**src/rtl/vpx_pkg.sv**
```systemverilog
package vpx_pkg;
   typedef enum logic [1:0] {
      FLT_NONE    = 2'd0,
      FLT_BOUND   = 2'd1,
      FLT_INVALID = 2'd2,
      FLT_PROT    = 2'd3
   } vpx_fault_e;

   typedef enum logic [1:0] {
      ST_IDLE,
      ST_READ,
      ST_WAIT,
      ST_RESP
   } vpx_state_e;
endpackage

```
**src/rtl/vpx_tlb.sv**
```systemverilog
module vpx_tlb #(
   parameter int ENTRIES = 8,
   parameter int VPN_W   = 20,
   parameter int PFN_W   = 20,
   localparam int IDX_W  = (ENTRIES > 1) ? $clog2(ENTRIES) : 1
) (
   input  logic               clk,
   input  logic               rst_n,
   input  logic [VPN_W-1:0]   lk_vpn,
   output logic               lk_hit,
   output logic [PFN_W-1:0]   lk_pfn,
   output logic               lk_wr_ok,
   input  logic               fill_en,
   input  logic [VPN_W-1:0]   fill_vpn,
   input  logic [PFN_W-1:0]   fill_pfn,
   input  logic               fill_wr_ok,
   input  logic               flush,
   output logic [ENTRIES-1:0] vld_o
);
   logic [ENTRIES-1:0] vld_q, match, wok_q;
   logic [VPN_W-1:0]   vpn_q [ENTRIES];
   logic [PFN_W-1:0]   pfn_q [ENTRIES];
   logic [IDX_W-1:0]   ptr_q, ptr_nxt, free_idx, victim;
   logic               any_free;

   for (genvar g = 0; g < ENTRIES; g++) begin : g_ent
      assign match[g] = vld_q[g] && (vpn_q[g] == lk_vpn);
   end

   assign lk_hit = |match;
   assign vld_o  = vld_q;

   always_comb begin
      lk_pfn   = '0;
      lk_wr_ok = 1'b0;
      for (int i = 0; i < ENTRIES; i++) begin
         if (match[i]) begin
            lk_pfn   = lk_pfn | pfn_q[i];
            lk_wr_ok = lk_wr_ok | wok_q[i];
         end
      end
   end

   always_comb begin
      any_free = 1'b0;
      free_idx = '0;
      for (int i = ENTRIES - 1; i >= 0; i--) begin
         if (!vld_q[i]) begin
            any_free = 1'b1;
            free_idx = IDX_W'(i);
         end
      end
   end

   if (ENTRIES == 1) begin : g_single
      assign ptr_nxt = '0;
   end else begin : g_multi
      assign ptr_nxt = (ptr_q == IDX_W'(ENTRIES - 1)) ? '0 : ptr_q + 1'b1;
   end

   assign victim = any_free ? free_idx : ptr_q;

   always_ff @(posedge clk or negedge rst_n) begin
      if (!rst_n) begin
         vld_q <= '0;
         ptr_q <= '0;
      end else if (flush) begin
         vld_q <= '0;
         ptr_q <= '0;
      end else if (fill_en) begin
         vld_q[victim] <= 1'b1;
         if (!any_free) ptr_q <= ptr_nxt;
      end
   end

   always_ff @(posedge clk) begin
      if (fill_en && !flush) begin
         vpn_q[victim] <= fill_vpn;
         pfn_q[victim] <= fill_pfn;
         wok_q[victim] <= fill_wr_ok;
      end
   end
endmodule

```
**src/rtl/vpx_walker.sv**
```systemverilog
module vpx_walker import vpx_pkg::*; #(
   parameter int VPN_W = 20,
   parameter int PFN_W = 20,
   parameter int PT_AW = 32,
   parameter int PTE_W = 32
) (
   input  logic             clk,
   input  logic             rst_n,
   input  logic             start,
   input  logic [VPN_W-1:0] st_vpn,
   input  logic             st_write,
   input  logic [PT_AW-1:0] ptbr,
   input  logic [VPN_W:0]   ptlr,
   output logic             busy,
   output logic             pt_rd_en,
   output logic [PT_AW-1:0] pt_rd_addr,
   input  logic             pt_rd_valid,
   input  logic [PTE_W-1:0] pt_rd_data,
   output logic             fill_en,
   output logic [VPN_W-1:0] fill_vpn,
   output logic [PFN_W-1:0] fill_pfn,
   output logic             fill_wr_ok,
   output logic             done,
   output vpx_fault_e       done_fault,
   output logic [PFN_W-1:0] done_pfn
);
   vpx_state_e       st_q;
   logic [VPN_W-1:0] vpn_q;
   logic             wr_q;
   vpx_fault_e       flt_q;
   logic [PFN_W-1:0] pfn_q;
   logic             ent_ok, ent_wr;

   assign ent_ok     = pt_rd_data[0];
   assign ent_wr     = pt_rd_data[1];
   assign busy       = (st_q != ST_IDLE);
   assign pt_rd_en   = (st_q == ST_READ);
   assign pt_rd_addr = ptbr + PT_AW'(vpn_q);
   assign fill_en    = (st_q == ST_WAIT) && pt_rd_valid && ent_ok;
   assign fill_vpn   = vpn_q;
   assign fill_pfn   = pt_rd_data[PFN_W+1:2];
   assign fill_wr_ok = ent_wr;
   assign done       = (st_q == ST_RESP);
   assign done_fault = flt_q;
   assign done_pfn   = pfn_q;

   always_ff @(posedge clk or negedge rst_n) begin
      if (!rst_n) begin
         st_q  <= ST_IDLE;
         vpn_q <= '0;
         wr_q  <= 1'b0;
         flt_q <= FLT_NONE;
         pfn_q <= '0;
      end else begin
         unique case (st_q)
            ST_IDLE: if (start) begin
               vpn_q <= st_vpn;
               wr_q  <= st_write;
               if ({1'b0, st_vpn} >= ptlr) begin
                  flt_q <= FLT_BOUND;
                  st_q  <= ST_RESP;
               end else begin
                  st_q  <= ST_READ;
               end
            end
            ST_READ: st_q <= ST_WAIT;
            ST_WAIT: if (pt_rd_valid) begin
               pfn_q <= pt_rd_data[PFN_W+1:2];
               if (!ent_ok)               flt_q <= FLT_INVALID;
               else if (wr_q && !ent_wr)  flt_q <= FLT_PROT;
               else                       flt_q <= FLT_NONE;
               st_q <= ST_RESP;
            end
            ST_RESP: st_q <= ST_IDLE;
            default: st_q <= ST_IDLE;
         endcase
      end
   end
endmodule

```
**src/rtl/vpx_xlate.sv**
```systemverilog
module vpx_xlate import vpx_pkg::*; #(
   parameter int VA_W      = 32,
   parameter int PAGE_BITS = 12,
   parameter int PFN_W     = 20,
   parameter int ENTRIES   = 8,
   parameter int PT_AW     = 32,
   parameter int PTE_W     = 32,
   localparam int VPN_W    = VA_W - PAGE_BITS,
   localparam int PA_W     = PFN_W + PAGE_BITS
) (
   input  logic             clk,
   input  logic             rst_n,
   input  logic             req_valid,
   output logic             req_ready,
   input  logic [VA_W-1:0]  req_vaddr,
   input  logic             req_write,
   output logic             rsp_valid,
   output logic [PA_W-1:0]  rsp_paddr,
   output logic [1:0]       rsp_fault,
   output logic             rsp_hit,
   output logic             pt_rd_en,
   output logic [PT_AW-1:0] pt_rd_addr,
   input  logic             pt_rd_valid,
   input  logic [PTE_W-1:0] pt_rd_data,
   input  logic [PT_AW-1:0] ptbr,
   input  logic [VPN_W:0]   ptlr,
   input  logic             flush
);
   if (PAGE_BITS < 1 || PAGE_BITS >= VA_W) begin : g_bad_page
      $error("vpx_xlate: PAGE_BITS out of range");
   end
   if (PFN_W + 2 > PTE_W) begin : g_bad_pte
      $error("vpx_xlate: entry too narrow for frame and flag bits");
   end
   if (VPN_W > PT_AW || ENTRIES < 1) begin : g_bad_geom
      $error("vpx_xlate: bad table address width or entry count");
   end

   logic [VPN_W-1:0]     vpn;
   logic [PAGE_BITS-1:0] off, off_q;
   logic                 lk_hit, lk_wr_ok, busy, accept, start;
   logic [PFN_W-1:0]     lk_pfn, fill_pfn, done_pfn;
   logic [VPN_W-1:0]     fill_vpn;
   logic                 fill_en, fill_wr_ok, done;
   vpx_fault_e           done_fault, hit_fault;
   logic [ENTRIES-1:0]   tlb_vld;

   assign vpn       = req_vaddr[VA_W-1:PAGE_BITS];
   assign off       = req_vaddr[PAGE_BITS-1:0];
   assign req_ready = !busy;
   assign accept    = req_valid && req_ready;
   assign start     = accept && !lk_hit;
   assign hit_fault = (req_write && !lk_wr_ok) ? FLT_PROT : FLT_NONE;

   vpx_tlb #(.ENTRIES(ENTRIES), .VPN_W(VPN_W), .PFN_W(PFN_W)) u_tlb (
      .clk, .rst_n,
      .lk_vpn(vpn), .lk_hit, .lk_pfn, .lk_wr_ok,
      .fill_en, .fill_vpn, .fill_pfn, .fill_wr_ok,
      .flush, .vld_o(tlb_vld)
   );

   vpx_walker #(.VPN_W(VPN_W), .PFN_W(PFN_W), .PT_AW(PT_AW), .PTE_W(PTE_W)) u_walk (
      .clk, .rst_n,
      .start, .st_vpn(vpn), .st_write(req_write),
      .ptbr, .ptlr, .busy,
      .pt_rd_en, .pt_rd_addr, .pt_rd_valid, .pt_rd_data,
      .fill_en, .fill_vpn, .fill_pfn, .fill_wr_ok,
      .done, .done_fault, .done_pfn
   );

   always_ff @(posedge clk or negedge rst_n) begin
      if (!rst_n)     off_q <= '0;
      else if (start) off_q <= off;
   end

   always_comb begin
      rsp_valid = 1'b0;
      rsp_hit   = 1'b0;
      rsp_fault = FLT_NONE;
      rsp_paddr = '0;
      if (accept && lk_hit) begin
         rsp_valid = 1'b1;
         rsp_hit   = 1'b1;
         rsp_fault = hit_fault;
         if (hit_fault == FLT_NONE) rsp_paddr = {lk_pfn, off};
      end else if (done) begin
         rsp_valid = 1'b1;
         rsp_fault = done_fault;
         if (done_fault == FLT_NONE) rsp_paddr = {done_pfn, off_q};
      end
   end
endmodule

```
**config.mk**
```make
export PLATFORM = sky130hd
export DESIGN_NAME = vpx_xlate
export DESIGN_NICKNAME = d
export VERILOG_FILES = /design/src/rtl/vpx_pkg.sv /design/src/rtl/vpx_tlb.sv /design/src/rtl/vpx_walker.sv /design/src/rtl/vpx_xlate.sv
export SDC_FILE = /design/constraint.sdc
export NUM_CORES = 1
export LEC_CHECK = 0
export BUFFER_PORTS_ARGS = -buffer_cell sky130_fd_sc_hd__buf_2
export CELL_PAD_IN_SITES_DETAIL_PLACEMENT = 1
export CELL_PAD_IN_SITES_GLOBAL_PLACEMENT = 1
export CORE_ASPECT_RATIO = 0.8
export CORE_MARGIN = 2
export CORE_UTILIZATION = 49
export CTS_CLUSTER_DIAMETER = 200
export DETAILED_ROUTE_END_ITERATION = 10
export MAX_ROUTING_LAYER = met4
export PLACE_DENSITY_LB_ADDON = 0.08
export RECOVER_POWER = 100
export SLEW_MARGIN = 20
export SYNTH_ARGS = -nofsm -noshare
export SYNTH_HDL_FRONTEND = slang
export SYNTH_SLANG_ARGS = --single-unit
```
**constraint.sdc**
```tcl
create_clock -name clk -period 5.2 [get_ports clk]
set_clock_uncertainty 0.1 [all_clocks]
set_input_delay 1.04 -clock clk [delete_from_list [all_inputs] [get_ports clk]]
set_output_delay 1.04 -clock clk [all_outputs]
set_load 0.05 [all_outputs]
```
==> summary.txt <==
Drt
  • M1 WL: 22.79 mm
  • Met2 routed WL: 23.17 mm
  • DR WL met3: 3.161 mm
  • WL final: 49.94 mm
  • WL/cell: 26.11 µm
  • Via count: 11.34k
  • Iter 0 DRT Violations: 999
  • DRC viols: 0
  • First-pass iteration count of the detailed router: 4
  • Number of vias per cell: 5.928
  • DR top layer: met4
  • Post-route ant nets: 0

Floorplan
  • Core area: 0.03496 mm²
  • Initial Util: 50.10%
  • Die height: 173.1 µm
  • Die X-Extent: 215.4 µm
  • I/O pin total: 193
  • DIE AREA: 0.03728 mm²
  • FP Rows: 61

Clock tree
  • Max Buffers Root-to-Sink: 3
  • Clk_lat worst skew: 540 ps
  • H-tree Lvls: 2
  • CTS root buffer: clkbuf_16
  • CTS Hold Bufs: 0
  • CTS tree: yes
  • Total CTS buffers: 40
  • Worst-path clk slew: 60 ps
  • Clock Sink Count: 396

Critical path
  • Worst path max stage delay: 460 ps
  • Delay-heaviest family, CP: simple AND/OR/NAND/NOR gates
  • Setup Crit Path Kind: input port to output pin
  • Crit path max fanout: 32
  • CP bufs+invs: 3
  • Crit path arrival time: 3990 ps
  • Critical path cell sequence: buf_2 -> xor2_1 -> nor4_1 -> nand4_1 -> nor4_4 -> or4_1 -> o21bai_2 -> and3_1 -> buf_12 -> a22o_1 -> buf_2
  • Endpoint class of the critical path: output pin
  • Critical Path Start Type: input port
  • CP max-delay cell: nor4_1
  • Worst path required time: 4060 ps
  • Most frequent CP cell: buf_2

Finish
  • Commonest non-fill, non-tap cell in the layout: edfxtp_1
  • P&R area growth vs syn: 16.52%
  • Commonest cells after routing, fill and taps aside: 328 x edfxtp_1, 131 x xnor2_1, 97 x buf_2, 69 x clkbuf_1, 67 x dfrtp_1
  • NumNets Final: 1,581
  • Layout cells sized above 1: 19.71%
  • Antenna cell count: 0
  • Final Core Density: 58.38%
  • Fill cells: 3,437

Yosys
  • Number of flops mapped to enable cells by yosys: 328
  • Sequential area share after synthesis: 65.95%
  • Post-Synth Simple-Gate Area: 6.015%
  • Post-synthesis compound-gate area fraction: 9.251%
  • Synthesized flop and latch total: 396
  • Post-synthesis xor/xnor area fraction: 9.201%
  • FFs w/ async S/R, synth: 17.17%
  • Top FF cell, synth: edfxtp_1
  • Synthesized area: 0.01751 mm²
  • Main combinational cell family by area after synthesis: compound AO/OA/AOI/OAI gates
  • Mux cell area share after synthesis: 3.515%
  • Synth unique cells: 62
  • Synth Instances: 1,179
  • Synthesized area per cell: 14.86 µm²
  • Synth Area in Adders: 3.400%
  • Syn nets: 1,349
  • Warnings from Yosys: 0

STA
  • Slew Viols, Final: 161
  • TNS Setup: 0 ps
  • Final setup vio count: 0
  • Worst Tran Pin Value: 3132 ps
  • Fin crit share: 98.72%
  • Hold Vio Cnt, Final: 0
  • RSZ-0062 raised after global routing: false
  • Relative slew slack: -109.6%
  • Min Tclk post-route: 5134 ps
  • Max Freq: 194.8 MHz

Power
  • Leak: 7.435 nW
  • Peak VDD IR: 0.5664 mV
  • Power Density: 477.5 mW/mm²

Placement
  • Detail Placement HPWL: 33.47 mm
  • IO Port Bufs: 182
  • Routability cong.: 0.8763

Global route
  • First-pass GRT wire length: 75.31 mm
  • Vias in the first global route: 11.93k
  • Initial antenna violation count: 1
  • Total Routing Usage GR: 27.90%
  • GR Overflow Total: 0
  • Largest net degree at the start of global routing: 43

Outcome
  • Status: finished with violations
  • Violated checks: capacitance limit, slew limit

Worst hold path
  • Hold crit path type: flip-flop to flip-flop

Job
  • MaxCap Viol Count: 7
[cells in the mapped netlist (30+ instances only)]
library cell,n,area [µm²]
xor2_1,53,464.2
xnor2_1,131,1147
nand4_1,32,200.2
a22oi_1,41,307.8
nor2_1,37,138.9
dfrtp_1,68,1702
ha_1,46,575.6
inv_1,46,172.7
a22o_1,54,473.0
edfxtp_1,328,9849
nand3_1,39,195.2
mux2_2,30,337.8
[report_power, final]
part | total [mW] | switching, mW | leakage, nW | internal, mW
sequential | 4.31 | 0.428 | 3.78 | 3.89
combinational | 2.64 | 1.85 | 3.03 | 0.787
clock | 2.79 | 1.19 | 0.622 | 1.60
[cells by family after synthesis]
| family | after synthesis |
|---|---|
| xor gates and xnor gates | 184 |
| muxes | 55 |
| DFF | 396 |
| and+or+nand+nor | 186 |
| buffers and inverters | 96 |
| adders and majority gates | 47 |
| AOI/OAI and AO/OA | 215 |
[area by class of cell]
class / count / area, µm² / area share (%)
Clock buffer: 60 / 1169 / 5.726
Inverter: 46 / 172.7 / 0.8461
Sequential cell: 396 / 11550 / 56.62
Tap cell: 472 / 590.6 / 2.894
Timing Repair Buffer: 240 / 1269 / 6.217
Clock inverter: 12 / 92.59 / 0.4537
Multi-Input combinational cell: 687 / 5560 / 27.25
[path summary, 6_finish.rpt]
check                               start                   to  slack [ps]  depth (start not counted)
setup / recovery            req_vaddr[22]        rsp_paddr[23]          70                         11
setup reg to reg           u_tlb.vld_o[6]    u_tlb.vpn_q[0][6]         300                          7
min in group asynchronous           rst_n  u_walk.fill_vpn[16]        1040                          1
hold / removal                   off_q[0]             off_q[0]         390                          1
hold reg to reg                  off_q[0]             off_q[0]         390                          1
max in group asynchronous           rst_n   u_walk.fill_vpn[0]        1650                          2
[registers in the layout, summed over array words and instances (netlist names)]
signal / count
u_tlb.vld_o: 8
u_walk.done_fault: 2
off_q: 12
u_tlb.wok_q: 8
u_walk.done_pfn: 20
u_tlb.ptr_q: 3
u_tlb.vpn_q: 160
u_walk.fill_vpn: 20
u_walk.st_q: 2
u_walk.wr_q: 1
u_tlb.pfn_q: 160
[through the flow]
step	std cells	hold slack [ps]	instance area (µm²)	total power, mW	setup slack [ps]
after floorplan	1179	358.5	17510	6.119	322.0
after global placement	1840	368.1	19320	6.994	85.25
after global routing	1913	408.0	20410	10.12	0.2922
final	1913	388.5	20410	9.744	66.45
after detailed placement	1841	376.5	19330	7.070	10.45
after CTS	1913	387.3	20600	9.861	40.47
[metal layers]
| layer | global-route usage, % | up-vias |
|---|---|---|
| li1 | - | 4982 |
| met1 | 39.64 | 5829 |
| met2 | 43.12 | 464 |
| met3 | 3.659 | 66 |
| met4 | 6.523 | 0 |
| met5 | - | - |
[what timing repair did]
item | 4_1_cts | 5_1_grt
resized for setup | 2 | 8
endpoints found under the setup margin | 6 | 38
setup buffers | 0 | 0
pin swaps | 0 | 2
Power figures use the tool's default switching activity.
